File: config.mk
export PLATFORM = sky130hd
export DESIGN_NAME = irm_envelope
export DESIGN_NICKNAME = d
export VERILOG_FILES = /design/src/rtl/irm_pkg.sv /design/src/rtl/irm_prescaler.sv /design/src/rtl/irm_regs.sv /design/src/rtl/irm_engine.sv /design/src/rtl/irm_envelope.sv
export SDC_FILE = /design/constraint.sdc
export NUM_CORES = 1
export LEC_CHECK = 0
export ABC_AREA = 1
export BUFFER_PORTS_ARGS = -buffer_cell sky130_fd_sc_hd__buf_2
export CELL_PAD_IN_SITES_DETAIL_PLACEMENT = 1
export CELL_PAD_IN_SITES_GLOBAL_PLACEMENT = 1
export CORE_MARGIN = 2
export CORE_UTILIZATION = 48
export CTS_CLUSTER_DIAMETER = 40
export CTS_CLUSTER_SIZE = 12
export DETAILED_ROUTE_END_ITERATION = 8
export GPL_TIMING_DRIVEN = 1
export PLACE_DENSITY_LB_ADDON = 0.25
export REMOVE_ABC_BUFFERS = 1
export SYNTH_ARGS = -nofsm -noshare
export SYNTH_HDL_FRONTEND = slang
export SYNTH_SLANG_ARGS = --single-unit
File: constraint.sdc
create_clock -name clk -period 7 [get_ports clk]
set_input_delay 1.4 -clock clk [delete_from_list [all_inputs] [get_ports clk]]
set_output_delay 1.4 -clock clk [all_outputs]
set_load 0.02 [all_outputs]
File: src/rtl/irm_pkg.sv
// Package: shared state encoding, register addresses and control bit positions
// for the mark-space envelope modulator.
package irm_pkg;

    typedef enum logic [1:0] {
        ENV_IDLE  = 2'd0,
        ENV_MARK  = 2'd1,
        ENV_SPACE = 2'd2
    } env_state_e;

    // register addresses
    localparam int RA_CTRL     = 0;
    localparam int RA_MARK_HI  = 1;
    localparam int RA_MARK_LO  = 2;
    localparam int RA_SPACE_HI = 3;
    localparam int RA_SPACE_LO = 4;

    // control register bit positions
    localparam int CB_EN    = 0;
    localparam int CB_IE    = 1;
    localparam int CB_FSK   = 2;
    localparam int CB_BASE  = 3;
    localparam int CB_EXSP  = 4;
    localparam int CB_DIV_L = 5;
    localparam int CB_DIV_H = 6;

endpackage

File: src/rtl/irm_prescaler.sv
// Module: irm_prescaler
// Produces a one-clock tick every 2**sel clocks while the modulator is busy.
// Assumes sel is held constant during a transmission; the counter is held at
// zero while idle, so the first tick comes 2**sel clocks after start.
module irm_prescaler #(
    parameter int SEL_W = 2
) (
    input  logic             clk,
    input  logic             rst_n,
    input  logic             busy,
    input  logic [SEL_W-1:0] sel,
    output logic             tick
);
    localparam int PRE_W = (1 << SEL_W) - 1;

    logic [PRE_W-1:0] pre_q;
    logic [PRE_W-1:0] mask;

    // low bits of the counter that must all be one for a tick
    for (genvar gi = 0; gi < PRE_W; gi++) begin : g_mask
        assign mask[gi] = (sel > SEL_W'(gi));
    end

    // free-running divide counter, cleared while idle
    always_ff @(posedge clk) begin
        if (!rst_n || !busy) pre_q <= '0;
        else                 pre_q <= pre_q + 1'b1;
    end

    assign tick = busy && ((pre_q & mask) == mask);

    // with division above one, ticks are never back to back
    p_tick_gap_r1: assert property (@(posedge clk) disable iff (!rst_n)
        (tick && sel != '0) |=> (!tick || sel != $past(sel)));

endmodule

File: src/rtl/irm_regs.sv
// Module: irm_regs
// Register file: control bits, double-buffer byte registers for mark and space
// lengths, the end-of-cycle flag and its read-then-access clear sequence.
// Assumes single-cycle bus strobes; read data is combinational.
module irm_regs import irm_pkg::*; #(
    parameter int ADDR_W = 3,
    parameter int DATA_W = 8
) (
    input  logic                clk,
    input  logic                rst_n,
    input  logic                bus_en,
    input  logic                bus_we,
    input  logic [ADDR_W-1:0]   bus_addr,
    input  logic [DATA_W-1:0]   bus_wdata,
    output logic [DATA_W-1:0]   bus_rdata,
    input  logic                dma_ack,
    input  logic                busy,
    input  logic                cyc_end,
    output logic                go,
    output logic                en_nx,
    output logic                exsp_nx,
    output logic                base_en,
    output logic [1:0]          div_sel,
    output logic [2*DATA_W-1:0] mark_buf,
    output logic [2*DATA_W-1:0] space_buf,
    output logic                flag,
    output logic                irq
);
    logic [DATA_W-2:0] ctrl_q;
    logic [DATA_W-1:0] mhi_q, mlo_q, shi_q, slo_q;
    logic              flag_q, armed_q;
    logic              wr, wr_ctrl, rd_stat, lo_acc, set_f, clr_f;

    assign wr      = bus_en && bus_we;
    assign wr_ctrl = wr && (bus_addr == ADDR_W'(RA_CTRL));
    assign rd_stat = bus_en && !bus_we && (bus_addr == ADDR_W'(RA_CTRL));
    assign lo_acc  = bus_en && ((bus_addr == ADDR_W'(RA_MARK_LO)) ||
                                (bus_addr == ADDR_W'(RA_SPACE_LO)));

    assign en_nx   = wr_ctrl ? bus_wdata[CB_EN]   : ctrl_q[CB_EN];
    assign exsp_nx = wr_ctrl ? bus_wdata[CB_EXSP] : ctrl_q[CB_EXSP];
    assign go      = wr_ctrl && bus_wdata[CB_EN] && !busy;
    assign set_f   = go || cyc_end;
    assign clr_f   = dma_ack || (armed_q && lo_acc);

    assign base_en   = ctrl_q[CB_BASE];
    assign div_sel   = ctrl_q[CB_DIV_H:CB_DIV_L];
    assign mark_buf  = {mhi_q, mlo_q};
    assign space_buf = {shi_q, slo_q};
    assign flag      = flag_q;
    assign irq       = flag_q && ctrl_q[CB_IE];

    // software writes to control and buffer registers
    always_ff @(posedge clk) begin
        if (!rst_n) begin
            ctrl_q <= '0;
            mhi_q  <= '0;
            mlo_q  <= '0;
            shi_q  <= '0;
            slo_q  <= '0;
        end else if (wr) begin
            case (bus_addr)
                ADDR_W'(RA_CTRL):     ctrl_q <= bus_wdata[DATA_W-2:0];
                ADDR_W'(RA_MARK_HI):  mhi_q  <= bus_wdata;
                ADDR_W'(RA_MARK_LO):  mlo_q  <= bus_wdata;
                ADDR_W'(RA_SPACE_HI): shi_q  <= bus_wdata;
                ADDR_W'(RA_SPACE_LO): slo_q  <= bus_wdata;
                default: ;
            endcase
        end
    end

    // end-of-cycle flag: set wins over clear
    always_ff @(posedge clk) begin
        if (!rst_n)     flag_q <= 1'b0;
        else if (set_f) flag_q <= 1'b1;
        else if (clr_f) flag_q <= 1'b0;
    end

    // arming of the read-then-access clear sequence
    always_ff @(posedge clk) begin
        if (!rst_n)                  armed_q <= 1'b0;
        else if (wr_ctrl)            armed_q <= 1'b0;
        else if (clr_f)              armed_q <= 1'b0;
        else if (rd_stat && flag_q)  armed_q <= 1'b1;
    end

    // combinational read mux
    always_comb begin
        case (bus_addr)
            ADDR_W'(RA_CTRL):     bus_rdata = {flag_q, ctrl_q};
            ADDR_W'(RA_MARK_HI):  bus_rdata = mhi_q;
            ADDR_W'(RA_MARK_LO):  bus_rdata = mlo_q;
            ADDR_W'(RA_SPACE_HI): bus_rdata = shi_q;
            ADDR_W'(RA_SPACE_LO): bus_rdata = slo_q;
            default:              bus_rdata = '0;
        endcase
    end

    p_flag_set_r5: assert property (@(posedge clk) disable iff (!rst_n)
        cyc_end |=> flag_q);
    p_start_flag_r2: assert property (@(posedge clk) disable iff (!rst_n)
        go |=> flag_q);
    p_dma_clear_r6: assert property (@(posedge clk) disable iff (!rst_n)
        (dma_ack && !cyc_end && !go) |=> !flag_q);
    p_disarm_r7: assert property (@(posedge clk) disable iff (!rst_n)
        wr_ctrl |=> !armed_q);

endmodule

File: src/rtl/irm_engine.sv
// Module: irm_engine
// Mark/space sequencer. Loads the working count and space length from the
// buffers at start and at every cycle end; counts mark down to zero, then
// counts space up until it reaches the working space length.
// Assumes go only arrives while idle.
module irm_engine import irm_pkg::*; #(
    parameter int CNT_W = 16
) (
    input  logic             clk,
    input  logic             rst_n,
    input  logic             tick,
    input  logic             go,
    input  logic             en_nx,
    input  logic             exsp_nx,
    input  logic [CNT_W-1:0] mark_buf,
    input  logic [CNT_W-1:0] space_buf,
    output logic             busy,
    output logic             in_mark,
    output logic             cyc_end
);
    env_state_e       st_q;
    logic [CNT_W-1:0] cnt_q, space_q;
    logic             space_hit;

    assign busy      = (st_q != ENV_IDLE);
    assign in_mark   = (st_q == ENV_MARK);
    assign space_hit = ({1'b0, cnt_q} + (CNT_W+1)'(1)) >= {1'b0, space_q};
    assign cyc_end   = (st_q == ENV_SPACE) && tick && en_nx && space_hit;

    // phase sequencing, counter and working space register
    always_ff @(posedge clk) begin
        if (!rst_n) begin
            st_q    <= ENV_IDLE;
            cnt_q   <= '0;
            space_q <= '0;
        end else if (go || cyc_end) begin
            space_q <= space_buf;
            if (exsp_nx || mark_buf == '0) begin
                st_q  <= ENV_SPACE;
                cnt_q <= '0;
            end else begin
                st_q  <= ENV_MARK;
                cnt_q <= mark_buf;
            end
        end else if (!en_nx) begin
            st_q <= ENV_IDLE;
        end else if (tick) begin
            if (st_q == ENV_MARK) begin
                if (cnt_q <= CNT_W'(1)) begin
                    st_q  <= ENV_SPACE;
                    cnt_q <= '0;
                end else begin
                    cnt_q <= cnt_q - 1'b1;
                end
            end else if (st_q == ENV_SPACE) begin
                cnt_q <= cnt_q + 1'b1;
            end
        end
    end

    p_stop_r10: assert property (@(posedge clk) disable iff (!rst_n)
        (busy && !en_nx) |=> (st_q == ENV_IDLE));
    p_exspace_r11: assert property (@(posedge clk) disable iff (!rst_n)
        ((go || cyc_end) && exsp_nx) |=> (st_q == ENV_SPACE));
    p_no_restart_r12: assert property (@(posedge clk) disable iff (!rst_n)
        (st_q == ENV_SPACE && en_nx && !cyc_end) |=> (st_q != ENV_MARK));

endmodule

File: src/rtl/irm_envelope.sv
// Module: irm_envelope (top)
// Mark-space envelope modulator: register file, tick prescaler and mark/space
// sequencer; gates the carrier (or a constant 1 in baseband) during mark.
// Assumes carrier_in is synchronous to clk.
module irm_envelope import irm_pkg::*; #(
    parameter int ADDR_W = 3,
    parameter int DATA_W = 8
) (
    input  logic              clk,
    input  logic              rst_n,
    input  logic              carrier_in,
    input  logic              bus_en,
    input  logic              bus_we,
    input  logic [ADDR_W-1:0] bus_addr,
    input  logic [DATA_W-1:0] bus_wdata,
    output logic [DATA_W-1:0] bus_rdata,
    input  logic              dma_ack,
    output logic              mod_out,
    output logic              irq_out
);
    localparam int CNT_W = 2 * DATA_W;

    logic             go, en_nx, exsp_nx, base_en, flag, busy, in_mark, cyc_end, tick;
    logic [1:0]       div_sel;
    logic [CNT_W-1:0] mark_buf, space_buf;

    irm_regs #(.ADDR_W(ADDR_W), .DATA_W(DATA_W)) regs_i (
        .clk(clk), .rst_n(rst_n), .bus_en(bus_en), .bus_we(bus_we),
        .bus_addr(bus_addr), .bus_wdata(bus_wdata), .bus_rdata(bus_rdata),
        .dma_ack(dma_ack), .busy(busy), .cyc_end(cyc_end), .go(go),
        .en_nx(en_nx), .exsp_nx(exsp_nx), .base_en(base_en), .div_sel(div_sel),
        .mark_buf(mark_buf), .space_buf(space_buf), .flag(flag), .irq(irq_out)
    );

    irm_prescaler #(.SEL_W(2)) pre_i (
        .clk(clk), .rst_n(rst_n), .busy(busy), .sel(div_sel), .tick(tick)
    );

    irm_engine #(.CNT_W(CNT_W)) eng_i (
        .clk(clk), .rst_n(rst_n), .tick(tick), .go(go), .en_nx(en_nx),
        .exsp_nx(exsp_nx), .mark_buf(mark_buf), .space_buf(space_buf),
        .busy(busy), .in_mark(in_mark), .cyc_end(cyc_end)
    );

    // output gating: carrier or constant high in mark, low otherwise
    assign mod_out = in_mark && (base_en || carrier_in);

    // interrupt only ever raised with a set flag
    p_irq_flag_r9: assert property (@(posedge clk) disable iff (!rst_n)
        irq_out |-> flag);
    // output is low whenever the sequencer is idle
    p_idle_low_r3: assert property (@(posedge clk) disable iff (!rst_n)
        !busy |-> !mod_out);

endmodule

# Word-level counts from Yosys, hierarchy flattened
# Index checks and enable logic that the tools add are counted.
dict set report classes {
  n_addsub 4
  mul 0
  div_mod_pow 0
  n_lt_le_gt_ge 5
  eq_ne 10
  shifts 0
  mux 18
  bitwise 2
  n_reduce_logical 39
}
# cell n
set op_table {}
lappend op_table {{16-bit 2-to-1 mux} 7}
lappend op_table {{8-bit case mux with 5 select lines} 1}
lappend op_table {{16-bit by 1-bit adder with 17-bit output (second input constant)} 1}
lappend op_table {{17-bit by 16-bit greater-or-equal comparator with 1-bit output} 1}
lappend op_table {{16-bit by 1-bit adder with 16-bit output (second input constant)} 1}
lappend op_table {{16-bit by 1-bit less-or-equal comparator with 1-bit output (second input constant)} 1}
lappend op_table {{16-bit logical NOT} 1}
lappend op_table {{16-bit by 1-bit subtractor with 16-bit output (second input constant)} 1}
lappend op_table {{1-bit logical AND} 15}
lappend op_table {{2-bit 2-to-1 mux} 6}
lappend op_table {{2-bit AND reduction} 5}
lappend op_table {{2-bit nonzero test} 4}
lappend op_table {{3-bit by 2-bit equality test with 1-bit output (second input constant)} 2}
lappend op_table {{1-bit logical OR} 6}
lappend op_table {{3-bit inequality test (second input constant)} 2}
lappend op_table {{3-bit AND reduction} 2}
lappend op_table {{2-bit by 1-bit greater-than comparator with 1-bit output (second input constant)} 2}
lappend op_table {{1-bit 2-to-1 mux} 4}
lappend op_table {{3-bit by 1-bit adder with 3-bit output (second input constant)} 1}
lappend op_table {{3-bit bitwise AND} 1}
lappend op_table {{3-bit by 1-bit equality test with 1-bit output (second input constant)} 1}
lappend op_table {{3-bit equality test} 1}
lappend op_table {{3-bit equality test (second input constant)} 1}
lappend op_table {{1-bit logical NOT} 3}
lappend op_table {{8 further kinds} 8}
dict set report word_totals {
  ff_bits 78
  latchBits 0
  mem_bits_rw 0
  rom_bits 0
  in_bits 17
  out_inout_bits 10
  elab_cells 89
  mem_count 0
}

# Depth between registers and ports, before layout
# Gate-level depths: netlist (run 1).
dict set report depth {
  depth_word 10
  ltp_mapped 26
  depth_no_buf 25
}

# Hierarchy
# A second synthesis (run 1) with hierarchy kept.
dict set report hier_totals {
  hier_cells 822
  hier_area_um2 5173.7
}
# module n_inst cells_each area_per_inst_um2 seq_area_each_um2
set by_module_without_submodules {}
lappend by_module_without_submodules {irm_engine 1 535 3151.8 680.7}
lappend by_module_without_submodules {irm_regs 1 267 1879.3 820.8}
lappend by_module_without_submodules {irm_prescaler 1 17 131.4 60.1}
lappend by_module_without_submodules {irm_envelope 1 3 11.3 0.0}

# Worst setup path before layout (run 1)
# OpenSTA, ideal clock, no wires.
dict set report synth_timing {
  kind {input -> output}
  from {input port bus_addr[2]}
  to {output port bus_rdata[0]}
  arrival_time_ns 2.361
  required_time_ns 5.600
  slack_ns 3.239
  stages 4
  cell_sequence {buf_6 nor3_1 inv_1 o21ai_0}
}
dict set report synth_via {
  elab_chain_cells 2
  elab_cells_between_ends 6
  cone_classes {eq/ne: 4; mux: 1; reduce/logical: 1}
}
# item line_no
set synth_lines {}
lappend synth_lines {{from (decl)} irm_envelope.sv:14} ;# input logic [ADDR_W-1:0] bus_addr,
lappend synth_lines {{3-bit equality test, or another cell as far along} irm_regs.sv:90} ;# case (bus_addr)
lappend synth_lines {{8-bit case mux with 5 select lines *} irm_regs.sv:90}
lappend synth_lines {{to (decl)} irm_envelope.sv:16} ;# output logic [DATA_W-1:0] bus_rdata,
# Every way passes the cells marked *; elsewhere a longest branch is shown, timed or not.

# Worst setup path after layout (run 1)
dict set report layout_timing {
  from {input port bus_addr[1]}
  to {output port bus_rdata[6]}
}
# The elaborated chain is that of the path after synthesis.

==> results_dict.tcl, run 1 <==
set metrics [dict create \
    drt_iter0_drc 294 \
    timing.final.crit_share_pct 60.1 \
    power_density_cells_mw_per_mm2 171 \
    setup-violations-final 0 \
    hold_path_depth 1 \
    async_set_or_reset_flop_fraction_in_the_synthesized_netlist_pct 0 \
    timing.clock.skew_ns 0.00593 \
    synth-seq-cells 78 \
    n_antenna_cell 0 \
    ys_types 42 \
    mostFrequentLayoutCell "sky130_fd_sc_hd__nand2_1" \
    final_nets 773 \
    cts-buffers-inserted 9 \
    num_io_pins 27 \
    ir_drop_mv 0.0861 \
    grt_pass1_vias 5012 \
    post_cts.repair.setup_buffers 0 \
    clk_latency_ns 0.37 \
    synthesis.area_per_instance_sq_um 6.67 \
    number_of_flops_mapped_to_enable_cells_by_yosys 0 \
    synthToLayoutAreaGrowth_pct 6.66 \
    multi_input_area_sq_mm 0.00272 \
    layout.cell_area.non_filler_sq_mm 0.00517 \
    max_slew_margin_pct 55.5 \
    wire_per_inst_microns 17.4 \
    timing.rr.end "eng_i.cnt_q[8]$_SDFFE_PN0P_" \
    core_area_sq_mm 0.00977 \
    worstRegToRegCells 19 \
    hpwlAfterDp_mm 11.5 \
    critical_path.reg2reg.startpoint "eng_i.cnt_q[2]$_SDFFE_PN0P_" \
    power.internal_uw 637 \
    commonest_cells_after_routing_fill_and_taps_aside "sky130_fd_sc_hd__nand2_1 (145), sky130_fd_sc_hd__inv_1 (99), sky130_fd_sc_hd__nor2_1 (95)" \
    ant_nets 0 \
    cts.reportedPaths.clkPinSlew_ns 0.09 \
    startpoint_type "input port" \
    worst_pin_slew_ns 0.667 \
    grt_most_used_layer "met2" \
    maxSlewViolCount 0 \
    htree_levels 3 \
    power_share_of_the_clock_group_pct 40.8 \
    p_switching_uw 246 \
    hold_path_end "pre_i.pre_q[0]$_SDFF_PP0_" \
    synth.cell_area_sq_mm 0.00485 \
    layout-drive-gt1-share_pct 8.91 \
    cts_tree "yes" \
    seq_area_sq_mm 0.00156 \
    max_clock_freq_mhz 238 \
    grt_max_degree 73 \
    routability_congestion_estimate 0.896 \
    hp-start "pre_i.pre_q[0]$_SDFF_PP0_" \
    seq_power_share_pct 51.3 \
    cts_hold_repair.buffers 0 \
    syn-instance-count 727 \
    floorplan.rows 36 \
    detail_route.vias_per_cell 5.54 \
    route.vias.total 4838 \
    cts_buffer_depth 2 \
    finalWirelength_mm 15.2 \
    die_x_microns 105 \
    grt_pass1_wl_mm 25.0 \
    initial_antenna_violation_count 0 \
    cts_resized 0 \
    timing.critical_path.from "bus_addr[1]" \
    worstPathRequired_ns 5.60 \
    holdCritPathClass "reg -> reg" \
    reg_to_reg_setup_timing_slack_ns 3.13 \
    final_hold_viol_count 0 \
    ys_seq_area_share_pct 32.2 \
    die_h_microns 105 \
    timing.final.crit_period_ns 4.21 \
    setup_total_negative_slack_ns 0 \
    globalRoute.totalOverflow 0 \
    grtUsageMet1_pct 37.7 \
    worstSetupPathType "in -> out" \
    worst_setup_path_end_kind "output port" \
    p_sw_share_pct 27.9 \
    floorplan.initialDensity_pct 49.6 \
    clock_sink_count 78 \
    grt.total_usage_pct 29.0 \
    design.die.area_sq_mm 0.0109 \
    gr-usage-met3_pct 5.51 \
    endpoint_arrival_time_on_the_critical_path_ns 2.81 \
    numPortBuffers 26 \
    post_dp_cell_area_sq_mm 0.00497 \
    dr.pass1.iters 5 \
    timing.critical_path.fanout_max 9 \
    synth_warnings 0 \
    run_status "complete, no violations" \
    leakagePower_nw 2.39 \
    combinationalPowerShare_pct 7.9 \
    rsz_0062_raised_after_global_routing "no" \
    finish.utilization_pct 52.9 \
    met2_usage_pct 47.5 \
    synth_ff_type "sky130_fd_sc_hd__dfxtp_1" \
    clock-root-buffer "sky130_fd_sc_hd__clkbuf_8" \
    route.detailed.drc 0 \
    max_cap_violations 0 \
    layout.filler_cells 1377 \
]
cell type report:
| cell class | count | area share (%) |
|---|---|---|
| multi-input combinational | 517 | 52.5 |
| sequential | 78 | 30.2 |
| inverter | 103 | 7.47 |
| tap | 133 | 3.22 |
| timing repair buffer | 27 | 2.66 |
| clock buffer | 9 | 2.39 |
| clock inverter | 7 | 1.57 |
cell usage after synthesis, drive strengths merged (3+ instances only):
cell,n,share of area [%]
nor3,15,2.0
nor4,3,0.39
inv,101,7.8
dfxtp,78,32
buf,18,3.0
or2,4,0.52
o21ai,81,8.6
and2,3,0.39
a21oi,62,6.6
a221oi,6,1.1
nand4,9,1.2
nand2,152,13
xor2,19,3.4
nand3,22,2.4
clkbuf,11,0.85
nor2,99,8.4
ha,20,5.2
o22ai,11,1.4
worst max-delay path, cell delays in order:
cell,delay [ns]
sky130_fd_sc_hd__buf_2,0.16
sky130_fd_sc_hd__inv_1,0.09
sky130_fd_sc_hd__nor3_1,0.18
sky130_fd_sc_hd__clkinv_1,0.25
sky130_fd_sc_hd__o22ai_1,0.27
sky130_fd_sc_hd__a21oi_1,0.10
sky130_fd_sc_hd__o211ai_1,0.14
sky130_fd_sc_hd__buf_2,0.22
kinds of logic after synthesis:
family,count (synthesis),share of synthesized area [%]
simple gates,310,28.3
compound gates,165,18.6
buf+inv,132,11.8
flops,78,32.2
xor+xnor,21,3.79
fa+ha+maj,20,5.16
mux,1,0.206
sequential cells by signal, indices dropped and copies added, names as in the netlist:
signal	count
eng_i.st_q	2
regs_i.armed_q	1
eng_i.space_q	16
regs_i.slo_q	8
regs_i.flag	1
regs_i.ctrl_q	7
regs_i.shi_q	8
pre_i.pre_q	3
regs_i.mhi_q	8
eng_i.cnt_q	16
regs_i.mlo_q	8
metal layers:
| layer | vias to the layer above | wire [microns] |
|---|---|---|
| met5 | - | 0 |
| met4 | 0 | 439 |
| met3 | 39 | 649 |
| met2 | 113 | 7170 |
| met1 | 2320 | 6980 |
| li1 | 2366 | - |
worst max-delay path by stage:
stage                        end  slack (ns)  cells after the start
finish              bus_rdata[6]        2.79                      8
global route        bus_rdata[6]        2.61                      8
CTS                 bus_rdata[6]        2.84                      8
detailed placement  bus_rdata[6]        2.89                      8
global placement    bus_rdata[0]        2.96                      8
floorplan           bus_rdata[0]        3.35                      6
metrics by stage:
step	total power, mW	setup WS [ns]	hold slack [ns]	std cells
floorplan	0.501	3.35	0.427	698
global placement	0.528	2.96	0.439	858
detailed placement	0.532	2.89	0.488	858
CTS	0.885	2.84	0.500	874
global route	0.914	2.61	0.518	874
finish	0.883	2.79	0.484	874
power groups by stage:
stage                     Clock (mW)  Sequential (mW)  Combinational, mW
final                          0.360            0.453             0.0699
after floorplan                    0            0.462             0.0389
after detailed placement           0            0.464             0.0682
after global placement             0            0.463             0.0651
after CTS                      0.363            0.453             0.0689
after global routing           0.383            0.454             0.0774
Power figures use the tool's default switching activity.
==> run 2, diff against run 1 <==
Settings changed: ABC_AREA 1 to 0, CORE_UTILIZATION 48 to 42.
Clock period 7 ns to 3.8 ns, I/O delays scaled along.
==> run 2 against run 1 <==
Against the previous run:
- clock power grew to 2.8 times the previous value
- routed wire length up 4.0%
- critical endpoint is now eng_i.cnt_q[2]$_SDFFE_PN0P_
- non-clock buffer count increased by 25
- register-to-register slack lost 2.9 ns
- largest cell class unchanged
- critical path type is now reg -> reg
- global-route usage shrank 3.0 points
==> results_dict.tcl, run 2 <==
set metrics [dict create \
    route.vias.total 4429 \
    die_x_microns 112 \
    holdCritPathClass "reg -> reg" \
    ys_seq_area_share_pct 32.1 \
    timing.critical_path.from "eng_i.cnt_q[9]$_SDFFE_PN0P_" \
    top_regs "eng_i.cnt_q: 16 flops, eng_i.space_q: 16 flops" \
    worstSetupPathType "reg -> reg" \
    route.detailed.drc 0 \
    leakagePower_nw 2.25 \
    max_clock_freq_mhz 278 \
    setup-violations-final 0 \
    setup_total_negative_slack_ns 0 \
    leading_cell_type_by_number_of_instances_after_synthesis "sky130_fd_sc_hd__dfxtp_1" \
    synth_warnings 0 \
    power_density_cells_mw_per_mm2 346 \
    drt_iter0_drc 317 \
    grt_max_degree 55 \
    ant_nets 0 \
    finish.utilization_pct 49.1 \
    worst_pin_slew_ns 0.973 \
    timing.critical_path.fanout_max 27 \
    cts_tree "yes" \
    worst_setup_path_end_kind "register" \
    startpoint_type "register" \
    htree_levels 3 \
    endpoint_arrival_time_on_the_critical_path_ns 3.88 \
    floorplan.rows 39 \
    run_status "complete, no violations" \
    core_area_sq_mm 0.0114 \
    worstPathRequired_ns 4.08 \
    maxSlewViolCount 0 \
    layout.filler_cells 1361 \
    grt.total_usage_pct 26.0 \
    commonest_cells_after_routing_fill_and_taps_aside "sky130_fd_sc_hd__dfxtp_1 (77), sky130_fd_sc_hd__nand2_1 (69), sky130_fd_sc_hd__mux2i_1 (51)" \
    synthesis.area_per_instance_sq_um 8.39 \
    hpwlAfterDp_mm 11.6 \
    yosys.area.top_type_share_pct 32.1 \
    numPortBuffers 26 \
    ys_types 65 \
    final_hold_viol_count 0 \
    number_of_flops_mapped_to_enable_cells_by_yosys 0 \
    async_set_or_reset_flop_fraction_in_the_synthesized_netlist_pct 0 \
    hp-start "eng_i.space_q[3]$_SDFFE_PN0N_" \
    grt_pass1_vias 4667 \
    floorplan.initialDensity_pct 42.8 \
    dr.pass1.iters 5 \
    timing.clock.skew_ns 0.00581 \
    die_h_microns 112 \
    synth-seq-cells 78 \
    n_antenna_cell 0 \
    power_mw 1.93 \
    final_nets 640 \
    post-synth-top-area-cell "sky130_fd_sc_hd__dfxtp_1" \
    synth_ff_type "sky130_fd_sc_hd__dfxtp_1" \
    post_dp_cell_area_sq_mm 0.00518 \
    grt_pass1_wl_mm 25.4 \
    clock-root-buffer "sky130_fd_sc_hd__clkbuf_16" \
    clock_sink_count 78 \
    globalRoute.totalOverflow 0 \
    synthToLayoutAreaGrowth_pct 14.7 \
    cts_buffer_depth 2 \
    layout-drive-gt1-share_pct 14.3 \
    num_io_pins 27 \
    finalWirelength_mm 15.8 \
    synth.top_cells.by_count "sky130_fd_sc_hd__dfxtp_1 (78), sky130_fd_sc_hd__nand2_1 (69), sky130_fd_sc_hd__mux2i_1 (51)" \
    timing.final.crit_period_ns 3.59 \
    syn-instance-count 580 \
    ir_drop_mv 0.218 \
    rsz_0062_raised_after_global_routing "no" \
    wire_per_inst_microns 21.1 \
    cts-buffers-inserted 9 \
    timing.final.crit_share_pct 94.5 \
    initial_antenna_violation_count 0 \
    clk_latency_ns 0.34 \
    cts.reportedPaths.clkPinSlew_ns 0.06 \
    layout.cell_area.non_filler_sq_mm 0.00558 \
    design.die.area_sq_mm 0.0125 \
    mostFrequentLayoutCell "sky130_fd_sc_hd__dfxtp_1" \
    routability_congestion_estimate 0.924 \
    detail_route.vias_per_cell 5.90 \
    synth.cell_area_sq_mm 0.00486 \
    hold_ws_ns 0.453 \
    synthTopCellsByArea "sky130_fd_sc_hd__dfxtp_1 (32%), sky130_fd_sc_hd__mux2i_1 (10%), sky130_fd_sc_hd__nand2_1 (5.3%), sky130_fd_sc_hd__nor2b_1 (5.3%), sky130_fd_sc_hd__ha_1 (5.1%)" \
    max_cap_violations 0 \
    critical_path.reg2reg.startpoint "eng_i.cnt_q[9]$_SDFFE_PN0P_" \
    max_slew_margin_pct 34.8 \
]
## run 2: cells by family after synthesis
| group | count (synthesis) | share of synthesized area (%) |
|---|---|---|
| AOI/OAI and AO/OA | 104 | 16.2 |
| DFF | 78 | 32.1 |
| xor gates and xnor gates | 23 | 4.14 |
| and+or+nand+nor | 236 | 25.2 |
| adders and majority gates | 20 | 5.14 |
| muxes | 53 | 11.4 |
| buffers and inverters | 66 | 5.84 |
## run 2: path summary, 6_finish.rpt
path	end	slack (ns)	cells past startpoint
setup / recovery	eng_i.cnt_q[2]$_SDFFE_PN0P_	0.21	11
hold / removal	eng_i.space_q[3]$_SDFFE_PN0N_	0.45	2
setup reg to reg	eng_i.cnt_q[2]$_SDFFE_PN0P_	0.21	11
hold reg to reg	eng_i.space_q[3]$_SDFFE_PN0N_	0.45	2
## run 2: worst max-delay path, cell delays in order (launching register included)
cell	delay, ns
sky130_fd_sc_hd__dfxtp_1	0.43
sky130_fd_sc_hd__nand4_1	0.24
sky130_fd_sc_hd__nor4_4	0.33
sky130_fd_sc_hd__and4_1	0.25
sky130_fd_sc_hd__xor2_1	0.22
sky130_fd_sc_hd__ha_1	0.29
sky130_fd_sc_hd__a21o_1	0.17
sky130_fd_sc_hd__a211o_1	0.36
sky130_fd_sc_hd__o41a_1	0.45
sky130_fd_sc_hd__buf_12	0.18
sky130_fd_sc_hd__or4_1	0.51
sky130_fd_sc_hd__nand3_1	0.09
## run 2: metal layers
metal	vias to the layer above	GRT usage, %	routed length (microns)
met4	0	8.72	261
li1	2100	-	-
met2	119	42.7	7600
met1	2187	34.0	7190
met5	-	0	0
met3	23	5.50	789
## run 2: layout make-up
class / instances / area [sq um] / area share [%]
tap: 143 / 179 / 3.21
clock inverter: 7 / 113 / 2.02
sequential: 78 / 1560 / 28.0
timing repair buffer: 52 / 338 / 6.06
multi-input combinational: 436 / 3060 / 54.9
inverter: 26 / 97.6 / 1.75
clock buffer: 9 / 225 / 4.04
## run 2: where the power goes
group | internal (mW) | total (mW) | switching, mW
combinational | 0.0424 | 0.109 | 0.0665
clock | 0.638 | 0.990 | 0.352
sequential | 0.823 | 0.830 | 0.00695
## run 2: what timing repair did
item | in CTS | in global routing
endpoints found under the setup margin | 13 | 24
resized for setup | 0 | 7
pin swaps | 1 | 0
buffers inserted | 3 | 0
endpoints found under the hold margin | 0 | 0
hold buffers | 0 | 0
## run 2: through the flow
step	std cells	setup WS (ns)
2_1_floorplan	540	-0.434
3_3_place_gp	732	0.141
3_5_place_dp	732	-0.0436
4_1_cts	751	0.0263
5_1_grt	751	0.000466
6_report	751	0.207
==> run 3, diff against run 2 <==
Settings changed: CAP_MARGIN from default to 20, CORE_MARGIN 2 to default, CORE_UTILIZATION 42 to 40.
==> run 3 against run 2 <==
Against the previous run:
- flip-flop and latch count did not move
- worst setup slack worse by 0.0080 ns
- clock skew decreased by 0.0012 ns
- maximum frequency down 0.22%
- routed wire length fell by 1.1%
==> results_dict.tcl, run 3 (same netlist as run 2, synthesis figures left out) <==
set metrics [dict create \
    floorplan.rows 39 \
    max_cap_violations 0 \
    worst_setup_path_end_kind "register" \
    cts-buffers-inserted 9 \
    grt_pass1_wl_mm 25.2 \
    worstRegToRegCells 12 \
    holdCritPathClass "reg -> reg" \
    seq_power_share_pct 46.8 \
    drt_iter0_drc 322 \
    timing.critical_path.fanout_max 7 \
    synthToLayoutAreaGrowth_pct 13.3 \
    final_nets 638 \
    globalRoute.totalOverflow 0 \
    maxSlewViolCount 0 \
    num_io_pins 27 \
    layout-drive-gt1-share_pct 14.1 \
    routability_congestion_estimate 0.884 \
    clock-root-buffer "sky130_fd_sc_hd__clkbuf_16" \
    leakagePower_nw 2.21 \
    timing.clock.skew_ns 0.00460 \
    p_switching_uw 411 \
    route.detailed.drc 0 \
    timing.critical_path.cells "nand4_1 > buf_4 > or4_4 > nor2_1 > xor2_2 > ha_1 > nand3_1 > a21oi_1 > o41a_1 > buf_4 > or4_1 > nand3_1" \
    path_buf_inv 2 \
    mostFrequentLayoutCell "sky130_fd_sc_hd__dfxtp_1" \
    power.internal_mw 1.36 \
    ir_drop_mv 0.203 \
    grt.total_usage_pct 26.0 \
    grt_max_degree 37 \
    design.die.area_sq_mm 0.0126 \
    post_dp_cell_area_sq_mm 0.00516 \
    grt_pass1_vias 4637 \
    finalNonFillerCells 747 \
    critical_path.reg2reg.startpoint "eng_i.cnt_q[8]$_SDFFE_PN0P_" \
    reg_to_reg_setup_timing_slack_ns 0.20 \
    die_x_microns 112 \
    power_share_of_the_clock_group_pct 47.0 \
    initial_antenna_violation_count 0 \
    endpoint_arrival_time_on_the_critical_path_ns 3.88 \
    clk_latency_ns 0.34 \
    cp_slowest_cell "sky130_fd_sc_hd__o41a_1" \
    core_area_sq_mm 0.0116 \
    n_antenna_cell 0 \
    timing.final.crit_period_ns 3.60 \
    startpoint_type "register" \
    max_slew_margin_pct 37.4 \
    max_clock_freq_mhz 278 \
    clock_sink_count 78 \
    finish.utilization_pct 47.5 \
    floorplan.initialDensity_pct 41.9 \
    ant_nets 0 \
    numPortBuffers 26 \
    cts.reportedPaths.clkPinSlew_ns 0.06 \
    die_h_microns 112 \
    cp_slowest_stage_delay_ns 0.51 \
    wire_per_inst_microns 21.0 \
    cts_buffer_depth 2 \
    p_sw_share_pct 23.2 \
    setup-violations-final 0 \
    rsz_0062_raised_after_global_routing "yes" \
    worstPathRequired_ns 4.08 \
    worst_pin_slew_ns 0.937 \
    timing.critical_path.to "eng_i.cnt_q[2]$_SDFFE_PN0P_" \
    place_inst 729 \
    timing.final.crit_share_pct 94.8 \
    combinationalPowerShare_pct 6.2 \
    cts_tree "yes" \
    detail_route.vias_per_cell 5.98 \
    timing.rr.end "eng_i.cnt_q[2]$_SDFFE_PN0P_" \
    top_regs "eng_i.cnt_q: 16 flops, eng_i.space_q: 16 flops" \
    worstSetupPathType "reg -> reg" \
    htree_levels 3 \
    final_hold_viol_count 0 \
    commonest_cells_after_routing_fill_and_taps_aside "sky130_fd_sc_hd__dfxtp_1 (76), sky130_fd_sc_hd__nand2_1 (69), sky130_fd_sc_hd__mux2i_1 (51)" \
    timing.critical_path.from "eng_i.cnt_q[8]$_SDFFE_PN0P_" \
    hpwlAfterDp_mm 11.6 \
    power_density_cells_mw_per_mm2 322 \
    dr.pass1.iters 4 \
    timing.critical_path.depth 12 \
    finalWirelength_mm 15.7 \
    critPathTopFamily "simple AND/OR/NAND/NOR gates" \
    layout.cell_area.non_filler_sq_mm 0.00551 \
    run_status "complete, no violations" \
    route.vias.total 4464 \
]
==> run 3: final cells by class <==
type	count	area (sq um)
Clock buffer	9	225
Clock inverter	5	52.6
Fill cell	1393	6100
Inverter	26	97.6
Multi-Input combinational cell	436	3070
Sequential cell	78	1560
Tap cell	143	179
Timing Repair Buffer	50	323
==> run 3: power groups by stage <==
| stage | logic (mW) | clock network [mW] | registers (mW) |
|---|---|---|---|
| after floorplan | 0.0535 | 0 | 0.846 |
| after global placement | 0.106 | 0 | 0.848 |
| after detailed placement | 0.108 | 0 | 0.849 |
| after CTS | 0.109 | 0.847 | 0.831 |
| after global routing | 0.117 | 0.888 | 0.831 |
| final | 0.110 | 0.834 | 0.831 |
==> run 3: per-stage QoR <==
step	hold slack, ns	setup TNS [ns]	setup WS [ns]	power [mW]
after floorplan	0.430	-7.72	-0.434	0.899
after CTS	0.455	0	0.0322	1.79
final	0.452	0	0.199	1.77
after global routing	0.478	-0.0541	-0.0405	1.84
after global placement	0.439	-0.460	-0.0757	0.954
after detailed placement	0.447	-2.72	-0.180	0.956
==> run 3: repair_timing <==
item                       CTS  global route
hold buffers                 0             0
buffers inserted             3             1
pin swaps                    1             3
setup endpoints to repair   30            31
resized for setup            1             8
==> run 3: how the worst min path moves through the flow <==
stage | slack [ns] | startpoint | endpoint | depth (start not counted)
after floorplan | 0.43 | pre_i.pre_q[0]$_SDFF_PP0_ | pre_i.pre_q[0]$_SDFF_PP0_ | 1
after detailed placement | 0.45 | eng_i.space_q[2]$_SDFFE_PN0N_ | eng_i.space_q[2]$_SDFFE_PN0N_ | 2
after global placement | 0.44 | pre_i.pre_q[0]$_SDFF_PP0_ | pre_i.pre_q[0]$_SDFF_PP0_ | 1
after global routing | 0.48 | eng_i.space_q[2]$_SDFFE_PN0N_ | eng_i.space_q[2]$_SDFFE_PN0N_ | 2
final | 0.45 | eng_i.space_q[12]$_SDFFE_PN0N_ | eng_i.space_q[12]$_SDFFE_PN0N_ | 2
after CTS | 0.45 | eng_i.space_q[2]$_SDFFE_PN0N_ | eng_i.space_q[2]$_SDFFE_PN0N_ | 2
==> run 3: routing by layer <==
metal	global-route usage, %	share of wire, %	vias to the layer above
li1	-	-	2093
met1	34.2	45	2218
met2	42.6	47	122
met3	4.10	5.0	31
met4	10.9	3.2	0
met5	0	0	-
==> run 3: tightest hold or removal path, delay by kind of cell (launching register included) <==
kind,cells,cell delay [ns]
compound gates,1,0.05
flops,1,0.31
simple gates,1,0.05
